## config.mk

```make
export PLATFORM = sky130hd
export DESIGN_NAME = line_fill_qual
export DESIGN_NICKNAME = d
export VERILOG_FILES = /design/src/rtl/lfq_pkg.sv /design/src/rtl/lfq_rst_sync.sv /design/src/rtl/lfq_xfer_ctr.sv /design/src/rtl/lfq_pcd_sel.sv /design/src/rtl/lfq_fill_ctl.sv /design/src/rtl/line_fill_qual.sv
export SDC_FILE = /design/constraint.sdc
export NUM_CORES = 1
export LEC_CHECK = 0
export ABC_AREA = 1
export BUFFER_PORTS_ARGS = -buffer_cell sky130_fd_sc_hd__buf_2
export CAP_MARGIN = 20
export CORE_AREA = 2 2 39 41
export DETAILED_ROUTE_END_ITERATION = 6
export DIE_AREA = 0 0 41 43
export GPL_ROUTABILITY_DRIVEN = 0
export PLACE_DENSITY = 0.66
export SYNTH_ARGS = -nofsm -noshare
export SYNTH_HDL_FRONTEND = slang
export SYNTH_SLANG_ARGS = --single-unit
```

## constraint.sdc

```tcl
create_clock -name clk -period 0.8 [get_ports clk]
set_input_delay 0.08 -clock clk [delete_from_list [all_inputs] [get_ports clk]]
set_output_delay 0.08 -clock clk [all_outputs]
set_load 0.02 [all_outputs]
```

## src/rtl/lfq_pkg.sv

```systemverilog
package lfq_pkg;

  typedef enum logic {
    ST_IDLE = 1'b0,
    ST_FILL = 1'b1
  } fill_st_e;

  typedef enum logic [1:0] {
    VERDICT_NONE    = 2'b00,
    VERDICT_COMMIT  = 2'b01,
    VERDICT_DISCARD = 2'b10
  } verdict_e;

endpackage

```

## src/rtl/lfq_rst_sync.sv

```systemverilog
module lfq_rst_sync #(
  parameter int STAGES = 2
) (
  input  logic clk,
  input  logic rst_n,
  output logic rst_sync_n
);

  logic [STAGES-1:0] sync_q;

  always_ff @(posedge clk or negedge rst_n) begin
    if (!rst_n) begin
      sync_q <= '0;
    end else begin
      sync_q <= {sync_q[STAGES-2:0], 1'b1};
    end
  end

  assign rst_sync_n = sync_q[STAGES-1];

endmodule

```

## src/rtl/lfq_xfer_ctr.sv

```systemverilog
module lfq_xfer_ctr #(
  parameter int XFERS  = 4,
  parameter int XFER_W = $clog2(XFERS)
) (
  input  logic              clk,
  input  logic              rst_n,
  input  logic              clr,
  input  logic              adv,
  output logic [XFER_W-1:0] idx,
  output logic              last
);

  localparam logic [XFER_W-1:0] LAST_IDX = XFER_W'(XFERS - 1);

  logic [XFER_W-1:0] cnt_q;
  logic [XFER_W-1:0] cnt_d;
  logic              cnt_en;

  always_comb begin
    cnt_en = clr | adv;
    cnt_d  = cnt_q;
    if (clr) begin
      cnt_d = '0;
    end else if (adv) begin
      cnt_d = (cnt_q == LAST_IDX) ? '0 : cnt_q + 1'b1;
    end
  end

  always_ff @(posedge clk or negedge rst_n) begin
    if (!rst_n) begin
      cnt_q <= '0;
    end else if (cnt_en) begin
      cnt_q <= cnt_d;
    end
  end

  assign idx  = cnt_q;
  assign last = (cnt_q == LAST_IDX);

endmodule

```

## src/rtl/lfq_pcd_sel.sv

```systemverilog
module lfq_pcd_sel (
  input  logic clk,
  input  logic rst_n,
  input  logic cyc_start,
  input  logic cyc_paged,
  input  logic paging_en,
  input  logic pte_pcd,
  input  logic cr_pcd,
  input  logic cr_cd,
  output logic pcd_out
);

  logic pcd_q;
  logic pcd_d;
  logic use_pte;

  always_comb begin
    use_pte = paging_en & cyc_paged;
    pcd_d   = use_pte ? pte_pcd : cr_pcd;
    if (cr_cd) begin
      pcd_d = 1'b0;
    end
  end

  always_ff @(posedge clk or negedge rst_n) begin
    if (!rst_n) begin
      pcd_q <= 1'b0;
    end else if (cyc_start) begin
      pcd_q <= pcd_d;
    end
  end

  assign pcd_out = pcd_q;

endmodule

```

## src/rtl/lfq_fill_ctl.sv

```systemverilog
module lfq_fill_ctl
  import lfq_pkg::*;
(
  input  logic clk,
  input  logic rst_n,
  input  logic cyc_start,
  input  logic cyc_read,
  input  logic cyc_cacheable,
  input  logic cyc_locked,
  input  logic cen_n,
  input  logic rdy,
  input  logic last,
  output logic fill_active,
  output logic ctr_clr,
  output logic ctr_adv,
  output logic commit,
  output logic discard
);

  fill_st_e st_q;
  fill_st_e st_d;
  logic     cen_prev_q;
  logic     commit_q;
  logic     commit_d;
  logic     discard_q;
  logic     discard_d;
  logic     want_fill;
  logic     in_fill;
  logic     last_beat;

  always_comb begin
    want_fill = cyc_read & cyc_cacheable & ~cyc_locked & ~cen_n;
    in_fill   = (st_q == ST_FILL);
    ctr_clr   = cyc_start;
    ctr_adv   = in_fill & rdy & ~cyc_start;
    last_beat = ctr_adv & last;

    st_d = st_q;
    if (cyc_start) begin
      st_d = want_fill ? ST_FILL : ST_IDLE;
    end else if (last_beat) begin
      st_d = ST_IDLE;
    end

    commit_d  = last_beat & ~cen_prev_q;
    discard_d = last_beat &  cen_prev_q;
  end

  always_ff @(posedge clk or negedge rst_n) begin
    if (!rst_n) begin
      st_q       <= ST_IDLE;
      cen_prev_q <= 1'b1;
      commit_q   <= 1'b0;
      discard_q  <= 1'b0;
    end else begin
      st_q       <= st_d;
      cen_prev_q <= cen_n;
      commit_q   <= commit_d;
      discard_q  <= discard_d;
    end
  end

  assign fill_active = in_fill;
  assign commit      = commit_q;
  assign discard     = discard_q;

endmodule

```

## src/rtl/line_fill_qual.sv

```systemverilog
module line_fill_qual #(
  parameter int LINE_BYTES = 16,
  parameter int BUS_BYTES  = 4,
  parameter int XFER_W     = $clog2(LINE_BYTES / BUS_BYTES)
) (
  input  logic              clk,
  input  logic              rst_n,
  input  logic              cyc_start,
  input  logic              cyc_read,
  input  logic              cyc_cacheable,
  input  logic              cyc_locked,
  input  logic              cyc_paged,
  input  logic              paging_en,
  input  logic              pte_pcd,
  input  logic              cr_pcd,
  input  logic              cr_cd,
  input  logic              cen_n,
  input  logic              rdy,
  output logic              fill_active,
  output logic [XFER_W-1:0] xfer_idx,
  output logic              commit,
  output logic              discard,
  output logic              pcd_out
);

  localparam int XFERS = LINE_BYTES / BUS_BYTES;

  logic rst_sync_n;
  logic ctr_clr;
  logic ctr_adv;
  logic ctr_last;

  lfq_rst_sync #(.STAGES(2)) u_rst (
    .clk        (clk),
    .rst_n      (rst_n),
    .rst_sync_n (rst_sync_n)
  );

  lfq_fill_ctl u_ctl (
    .clk           (clk),
    .rst_n         (rst_sync_n),
    .cyc_start     (cyc_start),
    .cyc_read      (cyc_read),
    .cyc_cacheable (cyc_cacheable),
    .cyc_locked    (cyc_locked),
    .cen_n         (cen_n),
    .rdy           (rdy),
    .last          (ctr_last),
    .fill_active   (fill_active),
    .ctr_clr       (ctr_clr),
    .ctr_adv       (ctr_adv),
    .commit        (commit),
    .discard       (discard)
  );

  lfq_xfer_ctr #(.XFERS(XFERS), .XFER_W(XFER_W)) u_ctr (
    .clk   (clk),
    .rst_n (rst_sync_n),
    .clr   (ctr_clr),
    .adv   (ctr_adv),
    .idx   (xfer_idx),
    .last  (ctr_last)
  );

  lfq_pcd_sel u_pcd (
    .clk       (clk),
    .rst_n     (rst_sync_n),
    .cyc_start (cyc_start),
    .cyc_paged (cyc_paged),
    .paging_en (paging_en),
    .pte_pcd   (pte_pcd),
    .cr_pcd    (cr_pcd),
    .cr_cd     (cr_cd),
    .pcd_out   (pcd_out)
  );

endmodule

```

Word level (Yosys, flattened, before mapping)
Cells that the tools add are included.
Widths: inputs -> output; s select.
Cells by class
  add/sub/neg operators: 1
  $mul: 0
  div/mod/pow operators: 0
  order comparisons: 0
  equality and inequality tests: 1
  shifts and indexed selects: 0
  multiplexer cells: 8
  bitwise gates (word level): 14
  reduce and logical (&&, ||, !) cells: 3
Operators by type and width (count)
  $and 1x1->1: 9
  $mux 2: 3
  $mux 1: 5
  $not 1->1: 4
  $reduce_bool 2->1: 2
  $add 2x1->2 const B: 1
  $eq 2x2->1 const B: 1
  $reduce_and 2->1: 1
  $or 1x1->1: 1
Word-level totals
  flip-flop bits (word level): 9
  bits in latches: 0
  RAM bits: 0
  memory bits (read-only): 0
  input bits: 13
  output and inout bits: 6
  word-level logic and storage cells: 34
  memories: 0

Logic depth before layout (Yosys ltp)
Gate-level depths: netlist of the first run.
  depth after elaboration: 5
  gate-level depth with buffers: 4
  mapped depth without buffers: 4

Modules after synthesis
From an unflattened synthesis of the first run, not the netlist that was laid out.
Unflattened totals
  cell total of the unflattened synthesis: 47
  area total of the unflattened synthesis: 396.6 sq um
By module, submodules not included
  lfq_fill_ctl: times used 1, cells each 21, area each 175.2 sq um, sequential area each 101.3 sq um
  lfq_xfer_ctr: times used 1, cells each 12, area each 100.1 sq um, sequential area each 50.0 sq um
  lfq_pcd_sel: times used 1, cells each 11, area each 67.6 sq um, sequential area each 25.0 sq um
  lfq_rst_sync: times used 1, cells each 3, area each 53.8 sq um, sequential area each 50.0 sq um

Worst setup path before layout of the first run
OpenSTA, ideal clock, no wires.
  path type: flip-flop to flip-flop
  from: register u_ctr.cnt_q[0], in the netlist u_ctr.idx[0]
  to: register u_ctl.st_q, in the netlist u_ctl.fill_active
  setup time: 0.121 ns
  arrival: 0.916 ns
  required time: 0.679 ns
  slack: -0.236 ns
  cell stages (with the launch flop): 5
  path buffers: 0
  period minus slack after synthesis: 1.036 ns
  cell sequence: dfrtp_1 -> ha_1 -> inv_1 -> o21ai_0 -> nand2_1
Between the ends
  cells in the longest elaborated chain, start to end: 3
RTL lines
  start, declared: RTL line lfq_xfer_ctr.sv:15  | logic [XFER_W-1:0] cnt_q;
  start signal, assigned: RTL line lfq_xfer_ctr.sv:33  | cnt_q <= cnt_d;
  $eq 2x2->1: RTL line lfq_xfer_ctr.sv:38  | assign last = (cnt_q == LAST_IDX);
  $and 1x1->1: RTL line lfq_fill_ctl.sv:36  | last_beat = ctr_adv & last;
  $reduce_bool 2->1 (no line)
  end signal, assigned: RTL line lfq_fill_ctl.sv:56  | st_q <= st_d;
  end, declared: RTL line lfq_fill_ctl.sv:20  | fill_st_e st_q;
No other way between the ends.
A chain may end at the register's enable or synchronous reset.

Final worst setup path of the first run
  from: register u_ctr.cnt_q[1], in the netlist u_ctr.idx[1]
  to: output xfer_idx[1]
RTL lines
  end, declared: RTL line line_fill_qual.sv:20  | output logic [XFER_W-1:0] xfer_idx,
No word-level cell between the ends.

==> results.py, run 1 <==
metrics = {
    "drt": {
        "wire_per_inst_um": 8.51,
        "ant_nets": 0,
        "vias": 358,
        "drt-pass1-iter-count": 2,
        "finalWirelength_um": 740,
        "drt_iter0_markers": 2,
        "drc": 0,
        "routed_via_density": 4.11,
    },
    "timing": {
        "holdWs_ps": 71.7,
        "period_needed_ps": 980,
        "setup_ws_ps": -180,
        "final_hold_viol_count": 0,
        "rsz0062_at_grt": "true",
        "final.setup_skew_ps": 2.25,
        "fin_crit_sh": 1.23,
        "timing.fmax_mhz": 1020,
        "finalSetupViolations": 11,
        "slew_violations": 0,
    },
    "global_route": {
        "antenna_found_initial": 0,
        "grt_pass1_vias": 337,
        "grt_max_degree": 8,
        "grt_pass1_wl_um": 1170,
        "grt_util_all_layers": 0.0988,
        "grt-ovfl-total": 0,
    },
    "power": {
        "clkPwrFrac": 0.360,
        "p_int_uw": 724,
        "vdd_drop_max_mv": 0.927,
        "power_uw": 931,
        "switching_power_uw": 207,
        "sw_frac_of_total": 0.222,
        "pwr-share-seq": 0.524,
        "power_density_mw_per_mm2": 1450,
        "p_leak_uw": 0.000345,
        "pwr-share-comb": 0.115,
    },
    "yosys": {
        "yosysWarnings": 0,
        "avgSynthCellArea_um2": 8.88,
        "post-synth-top-area-cell": "dfrtp_1",
        "netlist-cell-type-count": 12,
        "syn_inst": 42,
        "synth_nets": 56,
        "synth_area_leaders": "dfrtp_1, nand2_1, dfstp_2",
        "ys_ff_latch": 9,
        "syn_area_um2": 373,
        "ys_seq_area_frac": 0.607,
        "synth_top_area_frac": 0.537,
    },
    "worst_setup_path": {
        "r2r_cells": 5,
        "worstPathCellList": "buf_6 > buf_6",
        "worstSetupPathDepth": 2,
        "required_ps": 720,
        "cp-start-kind": "flop",
        "path_delay_family": "flip-flops",
        "end_kind": "output port",
        "crit_path_max_fanout": 2,
        "critPathLaunch": "u_ctr.idx[1]$_DFFE_PN0P_",
        "crit_path_end": "xfer_idx[1]",
        "reg2reg_from": "u_ctr.idx[0]$_DFFE_PN0P_",
        "slowest_stage": "dfrtp_2",
        "r2r-end": "u_ctr.idx[0]$_DFFE_PN0P_",
        "cp_common_cell": "buf_6",
        "crit_type": "flop to output port",
        "cp.arrival_ps": 900,
        "path_buf_inv": 2,
        "critPathMaxStageDelay_ps": 410,
        "reg2reg_slack_ps": -160,
    },
    "cells_and_area": {
        "stdcell_count": 87,
        "insertedDiodeCount": 0,
        "fin_area_um2": 643,
        "nets": 86,
        "synthToLayoutAreaGrowth_pct": 72.5,
        "post-route-util": 0.465,
        "n_fill_cell": 150,
        "drive_above_1_share": 0.535,
    },
    "floorplan": {
        "die_w_um": 41,
        "dieArea_mm2": 0.00176,
        "fp.coreArea_mm2": 0.00138,
        "die_h_um": 43,
        "io_pins": 19,
        "initial_core_util": 0.269,
        "rows": 14,
    },
    "status": {
        "violations": "setup timing",
        "outcome": "finished, violations left",
    },
    "clock_tree": {
        "h-tree-depth": 1,
        "clkSinkCount": 9,
        "path_clk_slew_ps": 60,
        "cts_root_buf": "clkbuf_4",
        "numCtsBuffers": 3,
        "cts_tree": "yes",
        "clk_latency_ps": 250,
        "cts_buffer_depth": 2,
    },
    "placement": {
        "hpwl_um": 577,
        "dp.cells": 78,
        "dpl_cell_area_um2": 514,
        "portBuffers": 18,
    },
    "hold_path": {
        "min_path_type": "primary input to flop",
        "min_path_cells": 3,
    },
    "job": {
        "max-cap-violations": 0,
    },
}
## tightest hold or removal path, stage by stage
cell     delay [ps]
buf_2            90
nand4_1          70
nand2_1          50
## repair_timing
| action | 4_1_cts | 5_1_grt |
|---|---|---|
| pin swaps | 1 | 2 |
| endpoints found under the setup margin | 11 | 11 |
| hold endpoints to repair | 3 | 0 |
| buffers inserted | 3 | 0 |
| hold buffers | 2 | 0 |
| resized for setup | 15 | 5 |
## registers in the layout, summed over array words and instances (netlist names)
register and count:
u_ctl.cen_prev_q 1, u_ctl.commit 1, u_ctl.discard 1, u_ctl.fill_active 1, u_ctr.idx 2, u_pcd.pcd_out 1, u_rst.sync_q 2
## layout make-up
class                      count  area, um2  share of cell area
clock buffer                   4       26.3              0.0409
tap                           16       20.0              0.0311
inverter                       7       26.3              0.0409
sequential                     9        230               0.358
timing repair buffer          25        196               0.305
multi-input combinational     26        144               0.224
## placed cells by master, fill, tap and decap left out
master / count
buf_2: 12
buf_6: 9
nand2_1: 8
inv_1: 6
nor2_1: 5
dfrtp_1: 5
nand3_1: 4
nand2_2: 3
clkbuf_4: 3
dfrtp_2: 3
nor2_2: 2
dlygate4sd3_1: 2
buf_4: 2
nand4_1: 1
inv_2: 1
o21ai_2: 1
ha_4: 1
clkbuf_1: 1
dfstp_2: 1
conb_1: 1
## how the worst min path moves through the flow
stage | from | slack, ps | to
2_1_floorplan | rst_n | -220 | u_rst.sync_q[0]$_DFF_PN0_
3_3_place_gp | rst_n | -130 | u_rst.sync_q[0]$_DFF_PN0_
3_5_place_dp | rst_n | -130 | u_rst.sync_q[0]$_DFF_PN0_
4_1_cts | cyc_cacheable | 60 | u_ctl.fill_active$_DFFE_PN0P_
5_1_grt | cyc_cacheable | 90 | u_ctl.fill_active$_DFFE_PN0P_
6_report | cyc_cacheable | 70 | u_ctl.fill_active$_DFFE_PN0P_
## cell families after synthesis
kind of cell             share of synthesized area
adder cells (fa/ha/maj)                     0.0336
AO/OA/AOI/OAI                               0.0134
other                                       0.0101
AND/OR/NAND/NOR                              0.265
buffers and inverters                       0.0705
flip-flops                                   0.607
## cells in the mapped netlist
| cell type | instances |
|---|---|
| ha_1 | 1 |
| nand2_1 | 10 |
| conb_1 | 1 |
| dfrtp_1 | 8 |
| o21ai_0 | 1 |
| nand3_1 | 4 |
| nand2_2 | 1 |
| nor2_2 | 1 |
| nand4_1 | 1 |
| nor2_1 | 6 |
| dfstp_2 | 1 |
| inv_1 | 7 |
## through the flow
| step | worst slack, ps | setup TNS [ps] |
|---|---|---|
| detailed placement | -67.7 | -185 |
| global route | -216 | -1630 |
| CTS | -183 | -1320 |
| finish | -180 | -1270 |
| global placement | -38.0 | -93.1 |
| floorplan | -101 | -367 |
## power by group through the flow
| stage | registers [uW] | clock network [uW] | logic [uW] |
|---|---|---|---|
| 2_1_floorplan | 504 | 0 | 23.3 |
| 3_3_place_gp | 495 | 0 | 81.2 |
| 3_5_place_dp | 495 | 0 | 83.1 |
| 4_1_cts | 488 | 350 | 106 |
| 5_1_grt | 491 | 373 | 120 |
| 6_report | 488 | 335 | 108 |
## layer usage
metal / global-route usage / wire length, um
met3: 0.0471 / 80
met5: 0 / 0
met1: 0.0976 / 285
met4: 0.0400 / 0
met2: 0.166 / 374
(Power assumes the default switching activity.)
==> inputs of run 2 (changes only) <==
- RECOVER_POWER: unset -> 100
==> run 2 against run 1 <==
The flow still finishes with violations (setup timing). Register-to-register slack hardly changed. Total power barely moved. Non-clock buffer count unchanged. Fmax is essentially flat. Sequential power about the same. Critical path depth unchanged. Final area fell by 0.19%. Via count is the same. First-iteration DRC count is the same. Worst hold slack about the same. Global-route usage unchanged. Combinational power is essentially flat.
==> results.py, run 2 (synthesis gave the netlist of run 1 again) <==
metrics = {
    "status": {
        "outcome": "finished, violations left",
        "violations": "setup timing",
    },
    "cells_and_area": {
        "stdcell_count": 87,
        "drive_above_1_share": 0.521,
        "insertedDiodeCount": 0,
        "fin_area_um2": 642,
        "layout_common_cells": "buf_2, buf_6, nand2_1, inv_1",
        "n_fill_cell": 151,
        "post-route-util": 0.464,
        "synthToLayoutAreaGrowth_pct": 72.1,
        "layout_commonest_cell": "buf_2",
        "nets": 86,
    },
    "placement": {
        "dpl_cell_area_um2": 514,
        "hpwl_um": 577,
        "portBuffers": 18,
        "dp.cells": 78,
        "pre_cts_slack_ps": -67.7,
    },
    "timing": {
        "final.setup_skew_ps": 2.07,
        "finalSetupViolations": 11,
        "final_hold_viol_count": 0,
        "fin_crit_sh": 1.23,
        "timing.fmax_mhz": 1020,
        "setup_ws_ps": -181,
        "rsz0062_at_grt": "true",
        "slew_violations": 0,
        "period_needed_ps": 981,
    },
    "drt": {
        "wire_per_inst_um": 8.51,
        "routed_via_density": 4.11,
        "drc": 0,
        "vias": 358,
        "finalWirelength_um": 740,
        "drt_iter0_markers": 2,
        "drt-pass1-iter-count": 2,
        "ant_nets": 0,
    },
    "power": {
        "power_density_mw_per_mm2": 1450,
        "p_leak_uw": 0.000342,
        "vdd_drop_max_mv": 0.929,
    },
    "clock_tree": {
        "numCtsBuffers": 3,
        "h-tree-depth": 1,
        "clk_latency_ps": 250,
        "clkSinkCount": 9,
        "cts_tree": "yes",
        "cts_buffer_depth": 2,
        "path_clk_slew_ps": 60,
        "cts_root_buf": "clkbuf_4",
    },
    "floorplan": {
        "die_w_um": 41,
        "dieArea_mm2": 0.00176,
        "initial_core_util": 0.269,
        "io_pins": 19,
        "fp.coreArea_mm2": 0.00138,
        "die_h_um": 43,
        "rows": 14,
    },
    "worst_setup_path": {
        "reg2reg_from": "u_ctr.idx[0]$_DFFE_PN0P_",
        "cp-start-kind": "flop",
        "cp.arrival_ps": 900,
        "crit_type": "flop to output port",
        "required_ps": 720,
        "crit_path_max_fanout": 2,
        "critPathLaunch": "u_ctr.idx[1]$_DFFE_PN0P_",
        "end_kind": "output port",
    },
    "global_route": {
        "grt_pass1_vias": 337,
        "grt_util_all_layers": 0.0988,
        "grt_pass1_wl_um": 1170,
        "grt-ovfl-total": 0,
        "antenna_found_initial": 0,
        "grt_max_degree": 8,
    },
    "hold_path": {
        "min_path_type": "primary input to flop",
        "hold_start": "cyc_cacheable",
    },
    "job": {
        "max-cap-violations": 0,
    },
}
run 2: cell types whose count changed in the layout (fill, tap and decap cells not counted), sizes merged:
cell / previous run / this run
buf: 23 / 22
clkbuf: 4 / 5
run 2: path summary, 6_finish.rpt:
path,to,slack [ps],cells past startpoint
max in group asynchronous,u_ctl.cen_prev_q$_DFF_PN1_,420,0
min in group asynchronous,u_ctl.discard$_DFF_PN0_,110,0
worst max-delay path,xfer_idx[1],-180,2
worst min-delay path,u_ctl.fill_active$_DFFE_PN0P_,70,3
worst max register to register,u_ctr.idx[0]$_DFFE_PN0P_,-160,5
worst min register to register,u_ctl.discard$_DFF_PN0_,110,0
run 2: area by class of cell:
type / count / area (um2) / area share
Timing Repair Buffer: 25 / 195 / 0.304
Sequential cell: 9 / 230 / 0.359
Tap cell: 16 / 20.0 / 0.0312
Clock buffer: 4 / 26.3 / 0.0409
Inverter: 7 / 26.3 / 0.0409
Multi-Input combinational cell: 26 / 144 / 0.224
run 2: worst max-delay path: stages, from the launching register on:
cell	delay, ps
dfrtp_2	410
buf_6	120
buf_6	120
run 2: metrics by stage:
step	hold WS, ps	TNS [ps]	total power, uW
after detailed placement	-130	-185	579
after global routing	91.1	-1630	983
after global placement	-133	-93.1	576
after CTS	60.6	-1320	944
final	71.5	-1270	931
after floorplan	-216	-367	527
run 2: routing by layer:
layer	GRT usage	vias to the layer above	routed length [um]
li1	-	183	-
met1	0.0976	158	285
met2	0.166	17	374
met3	0.0471	0	80
met4	0.0400	0	0
met5	0	-	0
run 2: repair_timing:
action	4_1_cts	5_1_grt
pin swaps	1	2
buffers inserted	3	0
cloned	0	0
hold buffers	2	0
endpoints found under the hold margin	3	0
gates resized for setup	15	5
setup endpoints to repair	11	11
run 2: where the power goes:
group / switching (uW) / internal [uW]
Sequential: 14.5 / 474
Clock: 144 / 191
Combinational: 48.2 / 58.8
